[src/rtl/mapper_pkg.sv]
package mapper_pkg;
  localparam int REG_W  = 8;
  localparam int RAW_W  = 12;
  localparam int BANK_W = 13;
  localparam int WIN_N  = 4;

  function automatic logic [1:0] perm_slot(input int variant, input logic [1:0] idx);
    case (variant)
      1:       perm_slot = (idx == 2'd0) ? 2'd1 : (idx == 2'd1) ? 2'd0 : idx;
      2:       perm_slot = (idx == 2'd2) ? 2'd3 : (idx == 2'd3) ? 2'd2 : idx;
      default: perm_slot = idx;
    endcase
  endfunction
endpackage

[src/rtl/mapper_regs.sv]
module mapper_regs
  import mapper_pkg::*;
#(
  parameter int PERM = 0
) (
  input  logic                         clk_i,
  input  logic                         rst_ni,
  input  logic                         wr_en_i,
  input  logic [15:0]                  wr_addr_i,
  input  logic [REG_W-1:0]             wr_data_i,
  output logic [REG_W-1:0]             outer_o,
  output logic [WIN_N-1:0][REG_W-1:0]  inner_o,
  output logic [REG_W-1:0]             ctrl_o,
  output logic [REG_W-1:0]             ext_o,
  output logic [REG_W-1:0]             cmd_o,
  output logic                         lock_o
);
  logic       rf_hit, ctl_hit, ctl_cmd, ctl_dat;
  logic [5:0] rf_idx;
  logic [1:0] slot;

  assign rf_hit  = wr_en_i && (wr_addr_i[15:6] == 10'h104);
  assign rf_idx  = wr_addr_i[5:0];
  assign lock_o  = ctrl_o[3];
  assign ctl_hit = wr_en_i && wr_addr_i[15] && (wr_addr_i[14:13] == 2'b00) && !lock_o;
  assign ctl_cmd = ctl_hit && !wr_addr_i[0];
  assign ctl_dat = ctl_hit && wr_addr_i[0];
  assign slot    = perm_slot(PERM, 2'(rf_idx - 6'd7));

  always_ff @(posedge clk_i or negedge rst_ni) begin
    if (!rst_ni) begin
      outer_o <= '0;
      inner_o <= '0;
      ctrl_o  <= '0;
      ext_o   <= '0;
      cmd_o   <= '0;
    end else begin
      if (rf_hit) begin
        case (rf_idx)
          6'h00:                      outer_o       <= wr_data_i;
          6'h07, 6'h08, 6'h09, 6'h0A: inner_o[slot] <= wr_data_i;
          6'h0B:                      ctrl_o        <= wr_data_i;
          6'h2C:                      ext_o         <= wr_data_i;
          default: ;
        endcase
      end
      if (ctl_cmd) cmd_o <= wr_data_i;
      if (ctl_dat) begin
        case (cmd_o[2:0])
          3'd6:    inner_o[0] <= wr_data_i;
          3'd7:    inner_o[1] <= wr_data_i;
          default: ;
        endcase
      end
    end
  end
endmodule

[src/rtl/mapper_bank_calc.sv]
module mapper_bank_calc
  import mapper_pkg::*;
(
  input  logic [REG_W-1:0]             outer_i,
  input  logic [WIN_N-1:0][REG_W-1:0]  inner_i,
  input  logic [REG_W-1:0]             ctrl_i,
  input  logic                         swap_i,
  input  logic [1:0]                   win_i,
  output logic [RAW_W-1:0]             raw_o
);
  logic [REG_W-1:0]                mask;
  logic [RAW_W-1:0]                base;
  logic [WIN_N-1:0][REG_W-1:0]     val;
  logic [WIN_N-1:0][RAW_W-1:0]     win_bank;

  assign mask = (ctrl_i[2:0] == 3'd7) ? 8'hFF : (8'h3F >> ctrl_i[2:0]);
  assign base = {outer_i[7:4], 8'h00} | {4'h0, inner_i[3] & ~mask};

  assign val[0] = inner_i[0];
  assign val[1] = inner_i[1];
  assign val[2] = ctrl_i[6] ? inner_i[2] : 8'hFE;
  assign val[3] = 8'hFF;

  for (genvar w = 0; w < WIN_N; w++) begin : g_win
    localparam int SRC = (w == 0) ? 2 : (w == 2) ? 0 : w;
    logic [REG_W-1:0] sel;
    assign sel         = swap_i ? val[SRC] : val[w];
    assign win_bank[w] = base | {4'h0, sel & mask};
  end

  assign raw_o = win_bank[win_i];
endmodule

[src/rtl/mapper_outer.sv]
module mapper_outer
  import mapper_pkg::*;
#(
  parameter int BOARD = 0
) (
  input  logic [RAW_W-1:0]  raw_i,
  input  logic [REG_W-1:0]  ext_i,
  output logic [BANK_W-1:0] bank_o
);
  if (BOARD == 1) begin : g_alt
    logic [BANK_W-1:0] or_bits;
    assign or_bits = {ext_i[0], ext_i[1] | ext_i[2], 11'h000};
    assign bank_o  = {1'b0, raw_i & 12'h7FF} | or_bits;
  end else begin : g_std
    assign bank_o = {1'b0, raw_i & 12'hFFF};
  end
endmodule

[src/rtl/prg_bank_mapper.sv]
module prg_bank_mapper
  import mapper_pkg::*;
#(
  parameter int BOARD = 0,
  parameter int PERM  = 0
) (
  input  logic              clk_i,
  input  logic              rst_ni,
  input  logic              wr_en_i,
  input  logic [15:0]       wr_addr_i,
  input  logic [7:0]        wr_data_i,
  input  logic [15:0]       cpu_addr_i,
  output logic [12:0]       prg_bank_o
);
  logic [REG_W-1:0]            outer_q, ctrl_q, ext_q, cmd_q;
  logic [WIN_N-1:0][REG_W-1:0] inner_q;
  logic                        lock;
  logic [RAW_W-1:0]            raw;

  mapper_regs #(.PERM(PERM)) u_regs (
    .clk_i, .rst_ni, .wr_en_i, .wr_addr_i, .wr_data_i,
    .outer_o(outer_q), .inner_o(inner_q), .ctrl_o(ctrl_q),
    .ext_o(ext_q), .cmd_o(cmd_q), .lock_o(lock)
  );

  mapper_bank_calc u_calc (
    .outer_i(outer_q), .inner_i(inner_q), .ctrl_i(ctrl_q),
    .swap_i(cmd_q[6]), .win_i(cpu_addr_i[14:13]), .raw_o(raw)
  );

  mapper_outer #(.BOARD(BOARD)) u_outer (
    .raw_i(raw), .ext_i(ext_q), .bank_o(prg_bank_o)
  );
endmodule

[config.mk]
export PLATFORM = sky130hd
export DESIGN_NAME = prg_bank_mapper
export DESIGN_NICKNAME = d
export VERILOG_FILES = /design/src/rtl/mapper_pkg.sv /design/src/rtl/mapper_regs.sv /design/src/rtl/mapper_bank_calc.sv /design/src/rtl/mapper_outer.sv /design/src/rtl/prg_bank_mapper.sv
export SDC_FILE = /design/constraint.sdc
export NUM_CORES = 1
export LEC_CHECK = 0
export ABC_AREA = 1
export BUFFER_PORTS_ARGS = -buffer_cell sky130_fd_sc_hd__clkbuf_2
export CORE_UTILIZATION = 25
export DETAILED_ROUTE_END_ITERATION = 8
export PLACE_DENSITY = 0.47
export SYNTH_ARGS = -nofsm -noshare
export SYNTH_HDL_FRONTEND = slang
export SYNTH_SLANG_ARGS = --single-unit
[constraint.sdc]
create_clock -name clk_i -period 2.1 [get_ports clk_i]
set_input_delay 0.315 -clock clk_i [delete_from_list [all_inputs] [get_ports clk_i]]
set_output_delay 0.315 -clock clk_i [all_outputs]
set_load 0.005 [all_outputs]
After elaboration in Yosys (flattened, before gate mapping)

Index checks and enable logic that the tools add are counted.
Widths: inputs -> output; s select.

Register bits after elaboration: 54

Reduce and logical (&&, ||, !) cells: 15
$lt $le $gt $ge: 3
Shift-type cells: 1
Bitwise logic cells: 10
Multiplexer cells: 14
Add/subtract/negate cells: 1
Eq/ne operators: 9

Operator list:

| cell                | number |
|---|---|
| $or 12x8->12        | 5 |
| $mux 8              | 7 |
| $mux 16             | 3 |
| $and 8x8->8         | 4 |
| $bwmux 32           | 1 |
| $bmux 12 s2         | 1 |
| $eq 6x4->1 const B  | 4 |
| $demux 8 s2         | 1 |
| $mux 12             | 1 |
| $eq 10x9->1 const B | 1 |
| $eq 3x3->1 const B  | 3 |
| $not 8->8           | 1 |
| $shr 6x3->8 const A | 1 |
| $logic_and 1x1->1   | 7 |
| $eq 6x3->1 const B  | 1 |
| $logic_not 6->1     | 1 |
| $lt 2x3->1 const B  | 2 |
| $reduce_and 2->1    | 3 |
| $reduce_or 4->1     | 1 |
| $ge 2x1->1 const B  | 1 |
| $logic_not 1->1     | 2 |
| $logic_not 2->1     | 1 |
| $sub 2x2->2 const B | 1 |

Logic depth before layout (Yosys ltp)

Word-level depth: 10
Mapped depth: 9

Modules after synthesis

Synthesis repeated with hierarchy kept, for this count alone.

Cells, all modules: 486
Area total of the unflattened synthesis: 3550.9 um2

Modules (own cells, without submodules):

| module           | instances | sequential area each (um2) | area each (um2) | cells each |
|---|---|---|---|---|
| mapper_regs      | 1         | 1601.5                     | 2876.5          | 339 |
| mapper_bank_calc | 1         | 0.0                        | 573.0           | 133 |
| mapper_outer     | 1         | 0.0                        | 101.3           | 14 |

Worst setup path after synthesis

OpenSTA, ideal clock, no wires.

Path type: input to output
From: input cpu_addr_i[14]
To: output prg_bank_o[2]
Stages: 6
Setup slack: 0.606 ns
Required time: 1.785 ns
Arrival time: 1.179 ns
Cells stage by stage: buf_2 > inv_1 > nand2_1 > o21ai_0 > nand2_1 > a31oi_1

Cells in the longest elaborated chain, start to end: 2

RTL lines:

| item                          | RTL line               | source |
|---|---|---|
| from (decl)                   | prg_bank_mapper.sv:12  | `input logic [15:0] cpu_addr_i,` |
| $bmux 12 s2                   | mapper_bank_calc.sv:31 | `assign raw_o = win_bank[win_i];` |
| $mux 12 (not written as such) | mapper_bank_calc.sv:31 |  |
| to (decl)                     | prg_bank_mapper.sv:13  | `output logic [12:0] prg_bank_o` |

No other way between the ends. The select of a mux whose other input is x is not followed.

Final worst setup path

From: register u_regs.ctrl_o[1]
To: output prg_bank_o[5]

Cells in the longest elaborated chain, start to end: 8

RTL lines:

| item                                      | RTL line               | source |
|---|---|---|
| from (decl)                               | mapper_regs.sv:13      | `output logic [REG_W-1:0] ctrl_o,` |
| from (signal assigned)                    | mapper_regs.sv:42      | `6'h0B: ctrl_o <= wr_data_i;` |
| $shr 6x3->8 or $eq 3x3->1 (tied branches) | mapper_bank_calc.sv:16 | `assign mask = (ctrl_i[2:0] == 3'd7) ? 8'hFF : (8'h3F >> ctrl_i[2:0]);` |
| $mux 8 (*)                                | mapper_bank_calc.sv:16 |  |
| $not 8->8                                 | mapper_bank_calc.sv:17 | `assign base = {outer_i[7:4], 8'h00} \| {4'h0, inner_i[3] & ~mask};` |
| $and 8x8->8                               | mapper_bank_calc.sv:17 |  |
| $or 12x8->12                              | mapper_bank_calc.sv:17 |  |
| $or 12x8->12                              | mapper_bank_calc.sv:28 | `assign win_bank[w] = base \| {4'h0, sel & mask};` |
| $bmux 12 s2 (*)                           | mapper_bank_calc.sv:31 |  |
| $mux 12 (not written as such) (*)         | mapper_bank_calc.sv:31 |  |

Mark *: on every way between the ends. The rest lies on a longest branch, timed or not. The select of a mux whose other input is x is not followed.

==> results.md <==
* Via count at 2122
* Simple-Gate Fraction of Synth Area at 35.18%
* Grt total ovfl at 0
* Failing checks: negative hold slack
* Critical path, cell by cell: nand2_1 > nand2_1 > o21ai_0 > a21oi_1 > nand2_1 > nand2_1 > clkbuf_2
* Global placer's final weighted congestion at 0.8096
* IO buf count at 40
* Largest stage delay on the critical path at 0.43 ns
* Max-Cap Viols at 0
* Placed cell count at 483
* Synth Cell Area at 2394 um2
* Chip width at 99.85 um
* # clock sinks at 45
* CP Capture Type: output port
* Tot GR Track Use at 13.43%
* Setup Skew at 0.007303 ns
* Critical Path Start Type: register
* Post-DRT Antenna Nets at 0
* Seq/Total Area, Yosys at 47.05%
* Initial core utilization at 25.90%
* Share of layout cells above drive strength 1 at 19.89%
* Initial antenna violation count at 0
* Routed wire length at 6007 um
* Synth Area in XOR/XNOR at 0%
* Drt wl/cell at 12.23 um
* Final Hold Viols at 14
* DRC at 0
* Die area at 9969 um2
* Kind of critical path: reg -> out
* Die height at 99.85 um
* CP startpoint: u_regs.ctrl_o[1]
* Total iterations of the first detailed-routing run at 4
* Largest net degree at the start of global routing at 27
* Initial DRC count at 86
* Tcrit/Tclk final at 91.47%
* Fillers at 1039
* Ports at 56
* WP data arrival at 1.61 ns
* Post-CTS Setup Bufs at 0
* Hold WC Path Type: in -> async
* Largest family of logic cells by synthesized area: simple AND/OR/NAND/NOR gates
* Synthesized flop and latch total at 45
* Leading cell type in the layout, fill and taps excluded: nand2_1
* Slew margin rel. at 63.01%
* Yosys Warn Count at 0
* Syn_nets at 359
* Complex-gate fraction of the synthesized area at 10.56%
* CTS tree: yes
* Distinct cells, synth at 33
* Critical path required time at 1.78 ns
* Max rail drop VDD at 0.0002076 V
* DP Wirelength at 4851 um
* Post-Synth Adder-Cell Area at 0%
* Measured slew at the worst slew-check pin at 0.5548 ns
* # nets final at 404
* Worst Reg2Reg Path Length in Cells at 5
* Static Leak at 1.475 nW
* RSZ-0062 raised after global routing: false
* H-tree depth at 2
* Row Count at 35
* Hold WS at -0.005279 ns
* Commonest cells after routing, fill and taps aside: 109 x nand2_1, 43 x dfrtp_1, 40 x clkbuf_2, 34 x inv_1, 27 x nor2_1
* Max Slew Vio Count at 0
* Cell mode on critical path: nand2_1
* Vias/cell at 4.322
* Reg-to-reg startpoint: u_regs.ctrl_o[3]
* Ant diodes at 0
* Status: finished with violations
* Root Buffer: clkbuf_8
* Area of the core at 9240 um2
* Power density over the cells at 638.4 nW/um2
* First-pass GRT wire length at 10360 um
* Setup tns final at 0 ns
* Clock slew at reported path FFs at 0.08 ns
* Cell count after synthesis at 316
* Maximum clock rate at 520.6 MHz
* Synthesized area per cell at 7.575 um2
* Post-synthesis mux area share at 0%
* CP max-delay cell: dfrtp_2
* CTS Buffer Depth at 2
* Vias in the first global route at 2080
* Cts bufs inserted at 5
* Final setup fails at 0
* Crit path time final at 1.921 ns
* CP Max Fanout at 7
* Synthesis-to-finish area growth at 19.24%
* Post-Layout Cell Count at 491
* Worst-Skew Late Latency at 0.29 ns
-- power by group --
| group | switching (W) | internal [W] | leakage (nW) |
|---|---|---|---|
| logic | 0.000192 | 0.000129 | 0.825 |
| clock network | 0.000270 | 0.000237 | 0.0395 |
| registers | 0.0000525 | 0.000943 | 0.610 |
| total | 0.000514 | 0.00131 | 1.47 |
-- per-stage QoR --
stage	cell area [um2]	setup slack, ns	total power, W	utilization [%]	hold slack, ns
2_1_floorplan	2394	0.6060	0.001186	-	0.01941
3_3_place_gp	2758	0.2278	0.001326	29.84	0.3327
3_5_place_dp	2758	0.2436	0.001330	29.84	0.3393
4_1_cts	2841	0.04590	0.001847	30.75	0.01681
5_1_grt	2854	0.0003314	0.001958	30.89	0.02175
6_report	2854	0.1791	0.001822	30.89	-0.005279
-- timing repair --
| action | CTS | global route |
|---|---|---|
| endpoints found under the setup margin | 4 | 8 |
| hold buffers | 0 | 0 |
| gates resized for setup | 1 | 6 |
-- cells by family (layout without fill, tap and decap cells) --
group | Yosys count | after routing
AO/OA/AOI/OAI | 46 | 46
buffers and inverters | 41 | 87
other | 1 | 1
flip-flops | 45 | 45
AND/OR/NAND/NOR | 183 | 183
-- critical path: cells and delay by family, from the launching register on --
| kind | cells | cell delay (ns) |
|---|---|---|
| AO/OA/AOI/OAI | 2 | 0.37 |
| buffers and inverters | 1 | 0.10 |
| flip-flops | 1 | 0.43 |
| AND/OR/NAND/NOR | 4 | 0.40 |
-- synth_stat cells --
| cell | n | area (um2) |
|---|---|---|
| a21oi_1 | 5 | 25.02 |
| a31oi_1 | 1 | 6.260 |
| buf_2 | 2 | 10.01 |
| buf_4 | 1 | 7.510 |
| buf_6 | 1 | 11.26 |
| clkbuf_1 | 1 | 3.750 |
| clkinv_2 | 1 | 5.000 |
| conb_1 | 1 | 3.750 |
| dfrtp_1 | 45 | 1126 |
| inv_1 | 35 | 131.4 |
| nand2_1 | 109 | 409.1 |
| nand2_2 | 1 | 6.260 |
| nand2_4 | 2 | 22.52 |
| nand3_1 | 25 | 125.1 |
| nand3_2 | 4 | 40.04 |
| nand3b_1 | 1 | 7.510 |
| nand3b_4 | 1 | 20.02 |
| nand4_1 | 2 | 12.51 |
| nand4_2 | 2 | 25.02 |
| nor2_1 | 28 | 105.1 |
| nor2_4 | 2 | 22.52 |
| nor3_1 | 1 | 5.000 |
| nor3_2 | 1 | 10.01 |
| nor3b_2 | 1 | 12.51 |
| nor4_1 | 1 | 6.260 |
| o211a_1 | 1 | 10.01 |
| o21ai_0 | 20 | 100.1 |
| o21ai_1 | 15 | 75.07 |
| o21ai_2 | 1 | 8.760 |
| o221a_2 | 1 | 11.26 |
| o221ai_1 | 1 | 8.760 |
| o31ai_1 | 1 | 7.510 |
| or2_2 | 2 | 12.51 |
-- final timing paths --
check	slack, ns	end
max in group asynchronous	1.56	u_regs.cmd_o[6]
worst min register to register	0.49	u_regs.inner_o[22]
min in group clk_i	0.25	u_regs.inner_o[7]
worst min-delay path	-0.005	u_regs.outer_o[4]
worst max-delay path	0.18	prg_bank_o[5]
worst max register to register	0.63	u_regs.cmd_o[0]
-- metal layers --
layer | wire (um) | GRT usage [%] | vias up
li1 | - | - | 1101
met1 | 2886 | 17.17 | 980
met2 | 2867 | 22.97 | 36
met3 | 199 | 2.925 | 5
met4 | 54 | 3.507 | 0
met5 | 0 | 0 | -
-- registers in the layout, indices dropped and copies added (netlist names) --
signal          count
u_regs.cmd_o        4
u_regs.ctrl_o       5
u_regs.inner_o     32
u_regs.outer_o      4
-- area by class of cell --
cell class	instances	area, um2	area share, %
inverters	36	136.4	4.779
repair buffers	43	235.2	8.242
flip-flops and latches	45	1129	39.54
multi-input cells	230	1112	38.97
well taps	129	161.4	5.655
clock buffers	8	80.08	2.806
(Power assumes the default switching activity.)
